**src/rtl/qport_pkg.sv**
```systemverilog
package qport_pkg;

  typedef enum logic [3:0] {
    OP_RD_PINS  = 4'd0,
    OP_RD_BIT   = 4'd1,
    OP_RD_LATCH = 4'd2,
    OP_WR_BYTE  = 4'd3,
    OP_AND      = 4'd4,
    OP_OR       = 4'd5,
    OP_XOR      = 4'd6,
    OP_SET      = 4'd7,
    OP_CLR      = 4'd8,
    OP_CPL      = 4'd9
  } op_e;

  // strobes from control to datapath; address hits already folded in
  typedef struct packed {
    logic ldByte;
    logic andMask;
    logic orMask;
    logic xorMask;
    logic setBit;
    logic clrBit;
    logic cplBit;
    logic rdPins;
    logic rdPinBit;
    logic rdLatch;
    logic rdAny;
  } ctrl_t;

endpackage

```
**src/rtl/qport_ctrl.sv**
```systemverilog
module qport_ctrl
  import qport_pkg::*;
#(
  parameter int WIDTH = 8,
  parameter int ADDR_W = 8,
  parameter logic [ADDR_W-1:0] BYTE_ADDR = 8'h90,
  parameter logic [ADDR_W-1:0] BIT_BASE = 8'h90,
  localparam int IDXW = (WIDTH > 1) ? $clog2(WIDTH) : 1
) (
  input  logic              reqValid,
  input  logic [3:0]        opCode,
  input  logic [ADDR_W-1:0] byteAddr,
  input  logic [ADDR_W-1:0] bitAddr,
  output ctrl_t             st,
  output logic [IDXW-1:0]   bitIdx
);

  logic [ADDR_W:0] bitOff;
  logic byteHit;
  logic bitHit;

  always_comb begin
    bitOff  = {1'b0, bitAddr} - {1'b0, BIT_BASE};
    byteHit = (byteAddr == BYTE_ADDR);
    bitHit  = (bitOff < (ADDR_W + 1)'(WIDTH));
    bitIdx  = IDXW'(bitOff);
  end

  always_comb begin
    st = '0;
    if (reqValid) begin
      case (op_e'(opCode))
        OP_RD_PINS:  begin st.rdPins   = byteHit; st.rdAny = 1'b1; end
        OP_RD_BIT:   begin st.rdPinBit = bitHit;  st.rdAny = 1'b1; end
        OP_RD_LATCH: begin st.rdLatch  = byteHit; st.rdAny = 1'b1; end
        OP_WR_BYTE:  st.ldByte  = byteHit;
        OP_AND:      st.andMask = byteHit;
        OP_OR:       st.orMask  = byteHit;
        OP_XOR:      st.xorMask = byteHit;
        OP_SET:      st.setBit  = bitHit;
        OP_CLR:      st.clrBit  = bitHit;
        OP_CPL:      st.cplBit  = bitHit;
        default:     st = '0;
      endcase
    end
  end

endmodule

```
**src/rtl/qport_dp.sv**
```systemverilog
module qport_dp
  import qport_pkg::*;
#(
  parameter int WIDTH = 8,
  parameter int SYNC_STAGES = 2,
  parameter int PULSE_LEN = 2,
  localparam int IDXW = (WIDTH > 1) ? $clog2(WIDTH) : 1,
  localparam int CNT_W = $clog2(PULSE_LEN + 1)
) (
  input  logic             clk,
  input  logic             rstN,
  input  ctrl_t            st,
  input  logic [IDXW-1:0]  bitIdx,
  input  logic [WIDTH-1:0] wrData,
  input  logic [WIDTH-1:0] pinIn,
  output logic             rdValid,
  output logic [WIDTH-1:0] rdData,
  output logic [WIDTH-1:0] pullDown,
  output logic [WIDTH-1:0] weakUp,
  output logic [WIDTH-1:0] strongUp
);

  logic [WIDTH-1:0] portLatch;
  logic [WIDTH-1:0] latchNext;
  logic [WIDTH-1:0] bitMask;
  logic [WIDTH-1:0] pinSync;
  logic [WIDTH-1:0] rdNext;

  // pin synchronizer chain, idles high like the pads
  logic [WIDTH-1:0] syncQ [SYNC_STAGES];

  always_ff @(posedge clk or negedge rstN) begin
    if (!rstN) syncQ[0] <= '1;
    else       syncQ[0] <= pinIn;
  end

  for (genvar s = 1; s < SYNC_STAGES; s++) begin : g_sync
    always_ff @(posedge clk or negedge rstN) begin
      if (!rstN) syncQ[s] <= '1;
      else       syncQ[s] <= syncQ[s-1];
    end
  end

  assign pinSync = syncQ[SYNC_STAGES-1];

  // latch update: every operand comes from the latch, never the pins
  always_comb begin
    bitMask = WIDTH'(1) << bitIdx;
    latchNext = portLatch;
    if (st.ldByte)       latchNext = wrData;
    else if (st.andMask) latchNext = portLatch & wrData;
    else if (st.orMask)  latchNext = portLatch | wrData;
    else if (st.xorMask) latchNext = portLatch ^ wrData;
    else if (st.setBit)  latchNext = portLatch | bitMask;
    else if (st.clrBit)  latchNext = portLatch & ~bitMask;
    else if (st.cplBit)  latchNext = portLatch ^ bitMask;
  end

  always_ff @(posedge clk or negedge rstN) begin
    if (!rstN) portLatch <= '1;
    else       portLatch <= latchNext;
  end

  // per-bit strong pull-up pulse timers
  for (genvar b = 0; b < WIDTH; b++) begin : g_pulse
    logic [CNT_W-1:0] pulseCnt;

    always_ff @(posedge clk or negedge rstN) begin
      if (!rstN) begin
        pulseCnt <= '0;
      end else if (!latchNext[b]) begin
        pulseCnt <= '0;
      end else if (!portLatch[b]) begin
        pulseCnt <= CNT_W'(PULSE_LEN);
      end else if (pulseCnt != '0) begin
        pulseCnt <= pulseCnt - 1'b1;
      end
    end

    assign strongUp[b] = (pulseCnt != '0);
  end

  assign weakUp   = portLatch;
  assign pullDown = ~portLatch;

  // read path, one cycle latency; misses read as zero
  always_comb begin
    rdNext = '0;
    if (st.rdPins)        rdNext = pinSync;
    else if (st.rdPinBit) rdNext = WIDTH'(pinSync[bitIdx]);
    else if (st.rdLatch)  rdNext = portLatch;
  end

  always_ff @(posedge clk or negedge rstN) begin
    if (!rstN) begin
      rdValid <= 1'b0;
      rdData  <= '0;
    end else begin
      rdValid <= st.rdAny;
      if (st.rdAny) rdData <= rdNext;
    end
  end

endmodule

```
**src/rtl/qport_top.sv**
```systemverilog
module qport_top
  import qport_pkg::*;
#(
  parameter int WIDTH = 8,
  parameter int ADDR_W = 8,
  parameter logic [ADDR_W-1:0] BYTE_ADDR = 8'h90,
  parameter logic [ADDR_W-1:0] BIT_BASE = 8'h90,
  parameter int SYNC_STAGES = 2,
  parameter int PULSE_LEN = 2,
  localparam int IDXW = (WIDTH > 1) ? $clog2(WIDTH) : 1
) (
  input  logic              clk,
  input  logic              rstN,
  input  logic              reqValid,
  input  logic [3:0]        opCode,
  input  logic [ADDR_W-1:0] byteAddr,
  input  logic [ADDR_W-1:0] bitAddr,
  input  logic [WIDTH-1:0]  wrData,
  input  logic [WIDTH-1:0]  pinIn,
  output logic              rdValid,
  output logic [WIDTH-1:0]  rdData,
  output logic [WIDTH-1:0]  pullDown,
  output logic [WIDTH-1:0]  weakUp,
  output logic [WIDTH-1:0]  strongUp
);

  ctrl_t st;
  logic [IDXW-1:0] bitIdx;

  qport_ctrl #(
    .WIDTH(WIDTH), .ADDR_W(ADDR_W), .BYTE_ADDR(BYTE_ADDR), .BIT_BASE(BIT_BASE)
  ) u_ctrl (
    .reqValid(reqValid), .opCode(opCode), .byteAddr(byteAddr),
    .bitAddr(bitAddr), .st(st), .bitIdx(bitIdx)
  );

  qport_dp #(
    .WIDTH(WIDTH), .SYNC_STAGES(SYNC_STAGES), .PULSE_LEN(PULSE_LEN)
  ) u_dp (
    .clk(clk), .rstN(rstN), .st(st), .bitIdx(bitIdx), .wrData(wrData),
    .pinIn(pinIn), .rdValid(rdValid), .rdData(rdData),
    .pullDown(pullDown), .weakUp(weakUp), .strongUp(strongUp)
  );

endmodule

```
**config.mk**
```make
export PLATFORM = sky130hd
export DESIGN_NAME = qport_top
export DESIGN_NICKNAME = d
export VERILOG_FILES = /design/src/rtl/qport_pkg.sv /design/src/rtl/qport_ctrl.sv /design/src/rtl/qport_dp.sv /design/src/rtl/qport_top.sv
export SDC_FILE = /design/constraint.sdc
export NUM_CORES = 1
export LEC_CHECK = 0
export BUFFER_PORTS_ARGS = -buffer_cell sky130_fd_sc_hd__buf_2
export CORE_AREA = 5 5 123 125
export CTS_CLUSTER_SIZE = 10
export DETAILED_ROUTE_END_ITERATION = 12
export DIE_AREA = 0 0 128 130
export PLACE_DENSITY = 0.52
export SYNTH_ARGS = -nofsm -noshare
export SYNTH_HDL_FRONTEND = slang
export SYNTH_HIERARCHICAL = 1
export SYNTH_SLANG_ARGS = --single-unit
```
**constraint.sdc**
```tcl
create_clock -name clk -period 5.65 [get_ports clk]
set_input_delay 1.13 -clock clk [delete_from_list [all_inputs] [get_ports clk]]
set_output_delay 1.13 -clock clk [all_outputs]
set_load 0.05 [all_outputs]
```
==> metrics.csv, run 1 <==
stage;metric;value;unit
status;outcome;completed;
routing;drt pass-1 iters;4;
floorplan;Die Height;130;um
power;Peak supply drop;0.0001271;V
yosys;synth cell count leaders;46 x inv_1, 41 x ha_1, 25 x dfrtp_1;
setup_path;capturing element type of the critical path;flip-flop;
timing;fin crit share;58.37;%
timing;FMAX;303.2;MHz
global_routing;grt ovf;0;
routing;post-route ant nets;0;
global_routing;GRT Resource Usage Total;10.74;%
clock_tree;H-tree levels;2;
timing;RSZ-0062 raised after global routing;no;
setup_path;Slowest-stage cell, CP;nor4_1;
global_routing;vias in the first global route;2710;
yosys;Synth Area in Compound Gates;16.94;%
timing;Final setup viols;0;
floorplan;total core area;0.01377;mm2
floorplan;# rows;43;
layout;P&R area growth vs syn;22.83;%
timing;Rel. slew slack;45.74;%
power;Lkg Pwr;1.925;nW
yosys;Synth Instances;325;
timing;Worst-Margin Slew;0.8122;ns
global_routing;largest net degree at the start of global routing;50;
yosys;most common cell in the synthesized netlist;inv_1;
timing;Fin Clk Skew;0.002626;ns
clock_tree;Skew-Pair Late Insertion Delay;0.29;ns
layout;Post-Layout Inst Area;0.004174;mm2
setup_path;worst-path cell chain;buf_2, or4_1, nor4_1, nor2_1, o221ai_1, o221ai_2, and3_1;
timing;fin crit period;3.298;ns
global_routing;initial antenna violation count;0;
layout;layout cells sized above 1;37.09;%
clock_tree;clk buf depth;2;
yosys;combinational family with the most area after synthesis;compound AO/OA/AOI/OAI gates;
clock_tree;total clock buffers created by CTS;5;
routing;DR iter-0 viols;137;
setup_path;startpoint types;primary input;
layout;filler instances;1457;
setup_path;CP top delay family;simple AND/OR/NAND/NOR gates;
floorplan;die area;0.01664;mm2
yosys;fraction of registers with async set/reset;100.0;%
yosys;Syn Nets;405;
clock_tree;clock tree sinks;49;
floorplan;Top Ports;72;
layout;ant diodes;0;
yosys;Avg Inst Size Synth;10.46;um2
power;Power Total;0.9214;mW
placement;RD Place Congestion;0.7541;
yosys;synthesized flop and latch total;49;
yosys;main flop type after synthesis;dfrtp_1;
yosys;top cell type's share of synthesized area;18.56;%
routing;via count;2603;
timing;setup TNS;0;ns
setup_path;Data arrival, critical path;3.48;ns
yosys;total of warnings raised by yosys;6;
placement;HPWL after detailed placement;6650;um
floorplan;Die Span X;128;um
yosys;Post-synth EDFFs;0;
floorplan;Starting Density;24.67;%
setup_path;WS Path Type;primary input to flip-flop;
routing;vias per cell;4.496;
yosys;post-synth top area cell;dfstp_2;
yosys;Synth Area in XOR/XNOR;2.320;%
setup_path;CP max FO;8;
yosys;Post-Synth Adder-Cell Area;15.10;%
routing;# DRC;0;
placement;worst slack, placed;2.014;ns
routing;Wirelength per Cell;15.08;um
setup_path;Bufs and invs on worst path;1;
run;max cap viols;0;
clock_tree;clock root buffer master;clkbuf_16;
clock_tree;CTS tree;done;
setup_path;Worst Path Required;5.83;ns
placement;number of buffers added on ports;71;
layout;Layout Nets;478;
global_routing;first-pass GRT wire length;14230;um
timing;Final Max Slew Viols;0;
yosys;Synth Cell Area;0.003398;mm2
yosys;post-synthesis sequential area ratio;36.97;%
yosys;Area contributors post-synth;dfstp_2 19%, dfrtp_1 18%, ha_1 15%, inv_1 5.1%, mux2_4 3.5%;
clock_tree;count of hold-fix buffers inserted at cts;0;
clock_tree;Post-CTS Setup Inserts;0;
yosys;simple-gate share of the synthesized area;16.46;%
timing;PnR worst setup slack;2.352;ns
clock_tree;Reg clk slew, reported paths;0.06;ns
yosys;mux cell area share after synthesis;4.786;%
timing;Hold Violations, Final;0;
placement;placed inst area;0.004001;mm2
routing;drt total wl;8734;um
clock_tree;post-CTS sizing;0;
power;PD cells;220.7;mW/mm2
worst_hold_path;Hold Crit Class;flip-flop to flip-flop;
yosys;post-synth cell types;44;
setup_path;CP peak stage delay;0.68;ns
[stage by stage]
step | hold WS [ns] | util, % | std cells
2_1_floorplan | 0.3452 | - | 325
3_3_place_gp | 0.3463 | 29.05 | 571
3_5_place_dp | 0.3468 | 29.05 | 571
4_1_cts | 0.3563 | 30.31 | 579
5_1_grt | 0.3629 | 30.31 | 579
6_report | 0.3552 | 30.31 | 579
[flip-flops by register name (all words and copies together) (netlist names)]
| signal | count |
|---|---|
| u_dp/g_pulse.pulseCnt | 16 |
| u_dp/pinSync | 8 |
| u_dp/rdData | 8 |
| u_dp/rdValid | 1 |
| u_dp/syncQ | 8 |
| u_dp/weakUp | 8 |
[worst reg2reg max path, cell delays in order (launching register included)]
cell,delay (ns)
dfstp_2,0.63
inv_1,0.14
ha_1,0.31
mux2_4,0.26
a2111oi_2,0.41
o221ai_2,0.16
and3_1,0.19
[cell type report]
class                      count  area (um2)  share of cell area [%]
sequential                    49        1256                   30.10
inverter                      47       176.4                   4.227
clock buffer                   7       142.6                   3.417
clock inverter                 1       30.03                  0.7194
tap                          180       225.2                   5.396
multi-input combinational    215        1921                   46.01
timing repair buffer          80       422.9                   10.13
[placed cells by master (no fill, tap or decap), types with 2 or more instances in the layout]
cell type	synthesis	routed
nor4_2	0	5
nand3b_1	7	7
nor3b_1	4	4
a221oi_1	7	7
dfstp_2	24	24
a2111oi_2	7	7
a21boi_1	6	6
nor2_1	24	24
inv_1	46	46
o221ai_1	8	8
buf_2	4	71
a2bb2oi_1	5	5
mux2_4	8	8
a21boi_0	2	2
or3b_2	3	3
o221ai_2	8	8
clkbuf_16	0	5
and3_1	8	8
nand2b_1	3	3
nor4_1	10	5
dfrtp_1	25	25
nand3_1	2	2
buf_4	3	9
nor2b_1	8	8
ha_1	41	41
and3b_1	8	8
xnor2_1	8	8
mux2i_1	2	2
a21oi_1	13	13
nand2_1	10	10
[layer usage]
metal	routed length, um	GRT usage (%)
met5	0	0
met4	61	1.873
met3	334	2.169
met2	4269	18.76
met1	4068	13.97
[final timing paths]
| check | to | start | slack [ns] | cells past startpoint |
|---|---|---|---|---|
| max | u_dp/g_pulse[6].pulseCnt[0] | byteAddr[1] | 2.35 | 7 |
| min | u_dp/pinSync[6] | u_dp/syncQ[14] | 0.36 | 0 |
| max reg2reg | u_dp/g_pulse[6].pulseCnt[0] | u_dp/weakUp[6] | 3.44 | 6 |
| min reg2reg | u_dp/pinSync[6] | u_dp/syncQ[14] | 0.36 | 0 |
| max in group asynchronous | u_dp/g_pulse[5].pulseCnt[1] | rstN | 4.28 | 2 |
| min in group asynchronous | u_dp/rdData[3] | rstN | 0.93 | 2 |
[logic make-up after synthesis]
logic type	count (synthesis)
flip-flops	49
XOR/XNOR	9
AO/OA/AOI/OAI	60
buffers and inverters	61
AND/OR/NAND/NOR	94
multiplexers	11
adder cells (fa/ha/maj)	41
[report_power, final]
part | leakage (nW) | switching (mW) | internal (mW) | total [mW]
Sequential | 0.583 | 0.0162 | 0.379 | 0.395
Combinational | 1.26 | 0.124 | 0.0568 | 0.181
Clock | 0.0841 | 0.124 | 0.221 | 0.346
Power figures use the tool's default switching activity.
==> run 2: changes to the inputs <==
- clock period: 5.65 -> 3.3 ns (I/O delays scaled with it)
==> run 2 against run 1 <==
Global-route usage rose by 0.18 points. Wire length increased by 3.2%. Non-clock buffer count increased by 1. Clock power increased by 74%. Core utilization is 0.055 points higher. Clock skew increased by 0.0012 ns. Via count grew 4.0%. Sequential cell count is the same. Clock-buffer cell count decreased by 2. Register-to-register slack got worse by 2.4 ns. First-iteration DRC count shrank 12%. Critical path depth up 3. Critical endpoint is now u_dp/g_pulse[2].pulseCnt[0]. Highest routed layer unchanged.
==> metrics.csv, run 2 (synthesis gave the netlist of run 1 again) <==
stage;metric;value;unit
routing;drt total wl;9012;um
clock_tree;post-CTS sizing;0;
global_routing;largest net degree at the start of global routing;47;
routing;# DRC;0;
routing;DR iter-0 viols;121;
layout;P&R area growth vs syn;23.05;%
timing;Fin Clk Skew;0.003856;ns
timing;Worst-Margin Slew;1.044;ns
floorplan;die area;0.01664;mm2
timing;PnR worst setup slack;0.5277;ns
timing;Final Max Slew Viols;0;
worst_hold_path;Hold Crit Class;flip-flop to flip-flop;
worst_hold_path;Hold Startpoint;u_dp/syncQ[15];
placement;Inst Count DP;572;
setup_path;Data arrival, critical path;2.96;ns
layout;Layout Nets;479;
global_routing;grt ovf;0;
status;outcome;completed;
clock_tree;clk buf depth;2;
setup_path;WS Path Type;primary input to flip-flop;
layout;footprint of the multi-input gates;0.001921;mm2
floorplan;Starting Density;24.67;%
clock_tree;Reg clk slew, reported paths;0.07;ns
clock_tree;total clock buffers created by CTS;5;
clock_tree;Skew-Pair Late Insertion Delay;0.29;ns
setup_path;CP max FO;8;
timing;RSZ-0062 raised after global routing;no;
placement;RD Place Congestion;0.7711;
floorplan;Die Span X;128;um
placement;number of buffers added on ports;71;
routing;vias per cell;4.667;
timing;fin crit share;84.01;%
timing;Final setup viols;0;
setup_path;startpoint types;primary input;
clock_tree;Post-CTS Setup Inserts;0;
timing;Hold Violations, Final;0;
floorplan;Top Ports;72;
layout;max reg flops;16;
timing;fin crit period;2.772;ns
floorplan;total core area;0.01377;mm2
placement;HPWL after detailed placement;6744;um
setup_path;CP startpoint;bitAddr[4];
run;max cap viols;0;
layout;Largest Register;u_dp/g_pulse.pulseCnt;
routing;drt pass-1 iters;4;
setup_path;Worst Path Required;3.48;ns
clock_tree;clock root buffer master;clkbuf_16;
layout;filler instances;1457;
clock_tree;CTS tree;done;
layout;commonest non-fill, non-tap cells in the layout;71 x buf_2, 46 x inv_1, 41 x ha_1, 25 x dfrtp_1;
layout;Post-Layout Cell Count;580;
timing;setup TNS;0;ns
routing;post-route ant nets;0;
layout;Reg area;0.001256;mm2
placement;worst slack, placed;0.2318;ns
global_routing;first-pass GRT wire length;14400;um
power;Peak supply drop;0.0002223;V
routing;Wirelength per Cell;15.54;um
layout;ant diodes;0;
global_routing;GRT Resource Usage Total;10.92;%
power;Lkg Pwr;1.931;nW
global_routing;vias in the first global route;2777;
setup_path;capturing element type of the critical path;flip-flop;
global_routing;initial antenna violation count;0;
floorplan;Die Height;130;um
clock_tree;H-tree levels;2;
layout;commonest non-fill, non-tap cell in the layout;buf_2;
timing;FMAX;360.7;MHz
timing;Rel. slew slack;30.37;%
floorplan;# rows;43;
power;PD cells;380.7;mW/mm2
clock_tree;clock tree sinks;49;
routing;via count;2707;
clock_tree;count of hold-fix buffers inserted at cts;0;
setup_path;Reg-to-Reg Start;u_dp/weakUp[3];
layout;layout cells sized above 1;37.50;%
==> run 2: path summary, 6_finish.rpt <==
path                                               end  slack [ns]  depth (start not counted)
min reg2reg                            u_dp/pinSync[7]        0.36                          0
max                        u_dp/g_pulse[2].pulseCnt[0]        0.53                         10
max reg2reg                u_dp/g_pulse[3].pulseCnt[0]        1.05                          6
max in group asynchronous               u_dp/syncQ[11]        2.02                          2
min                                    u_dp/pinSync[7]        0.36                          0
min in group asynchronous               u_dp/rdData[2]        0.56                          1
==> run 2: metal layers <==
metal  wire, um  part of all wire (%)  GRT usage, %  vias to the layer above
met5          0                     0             0                        -
met4         66                  0.73         2.247                        0
met3        375                   4.2         2.169                       12
met2       4530                    50         19.38                       66
met1       4039                    45         13.83                     1325
li1           -                     -             -                     1304
==> run 2: where the power goes <==
part / switching [mW] / leakage, nW / internal (mW)
logic: 0.214 / 1.26 / 0.0974
registers: 0.0295 / 0.583 / 0.648
clock network: 0.240 / 0.0848 / 0.363
total: 0.483 / 1.93 / 1.11
==> run 2: final cells by class <==
class | count | area share (%)
Multi-Input combinational cell | 215 | 45.93
Sequential cell | 49 | 30.04
Timing Repair Buffer | 81 | 10.29
Tap cell | 180 | 5.386
Inverter | 47 | 4.219
Clock buffer | 5 | 2.992
Clock inverter | 3 | 1.137
==> run 2: worst max-delay path: stages <==
cell and delay, ns:
buf_2 0.09, inv_1 0.04, ha_1 0.26, nand4b_1 0.21, nor4_2 0.30, buf_4 0.26
mux2_4 0.33, a2111oi_2 0.44, o221ai_2 0.17, and3_1 0.19
==> run 2: stage by stage <==
step                hold slack [ns]  instance area [um2]  util, %  power, mW
finish                       0.3558                 4182    30.36      1.592
global route                 0.3597                 4182    30.36      1.670
CTS                          0.3565                 4182    30.36      1.616
detailed placement           0.3468                 4009    29.11      1.002
global placement             0.3458                 4009    29.11     0.9940
floorplan                    0.3452                 3405        -     0.8940
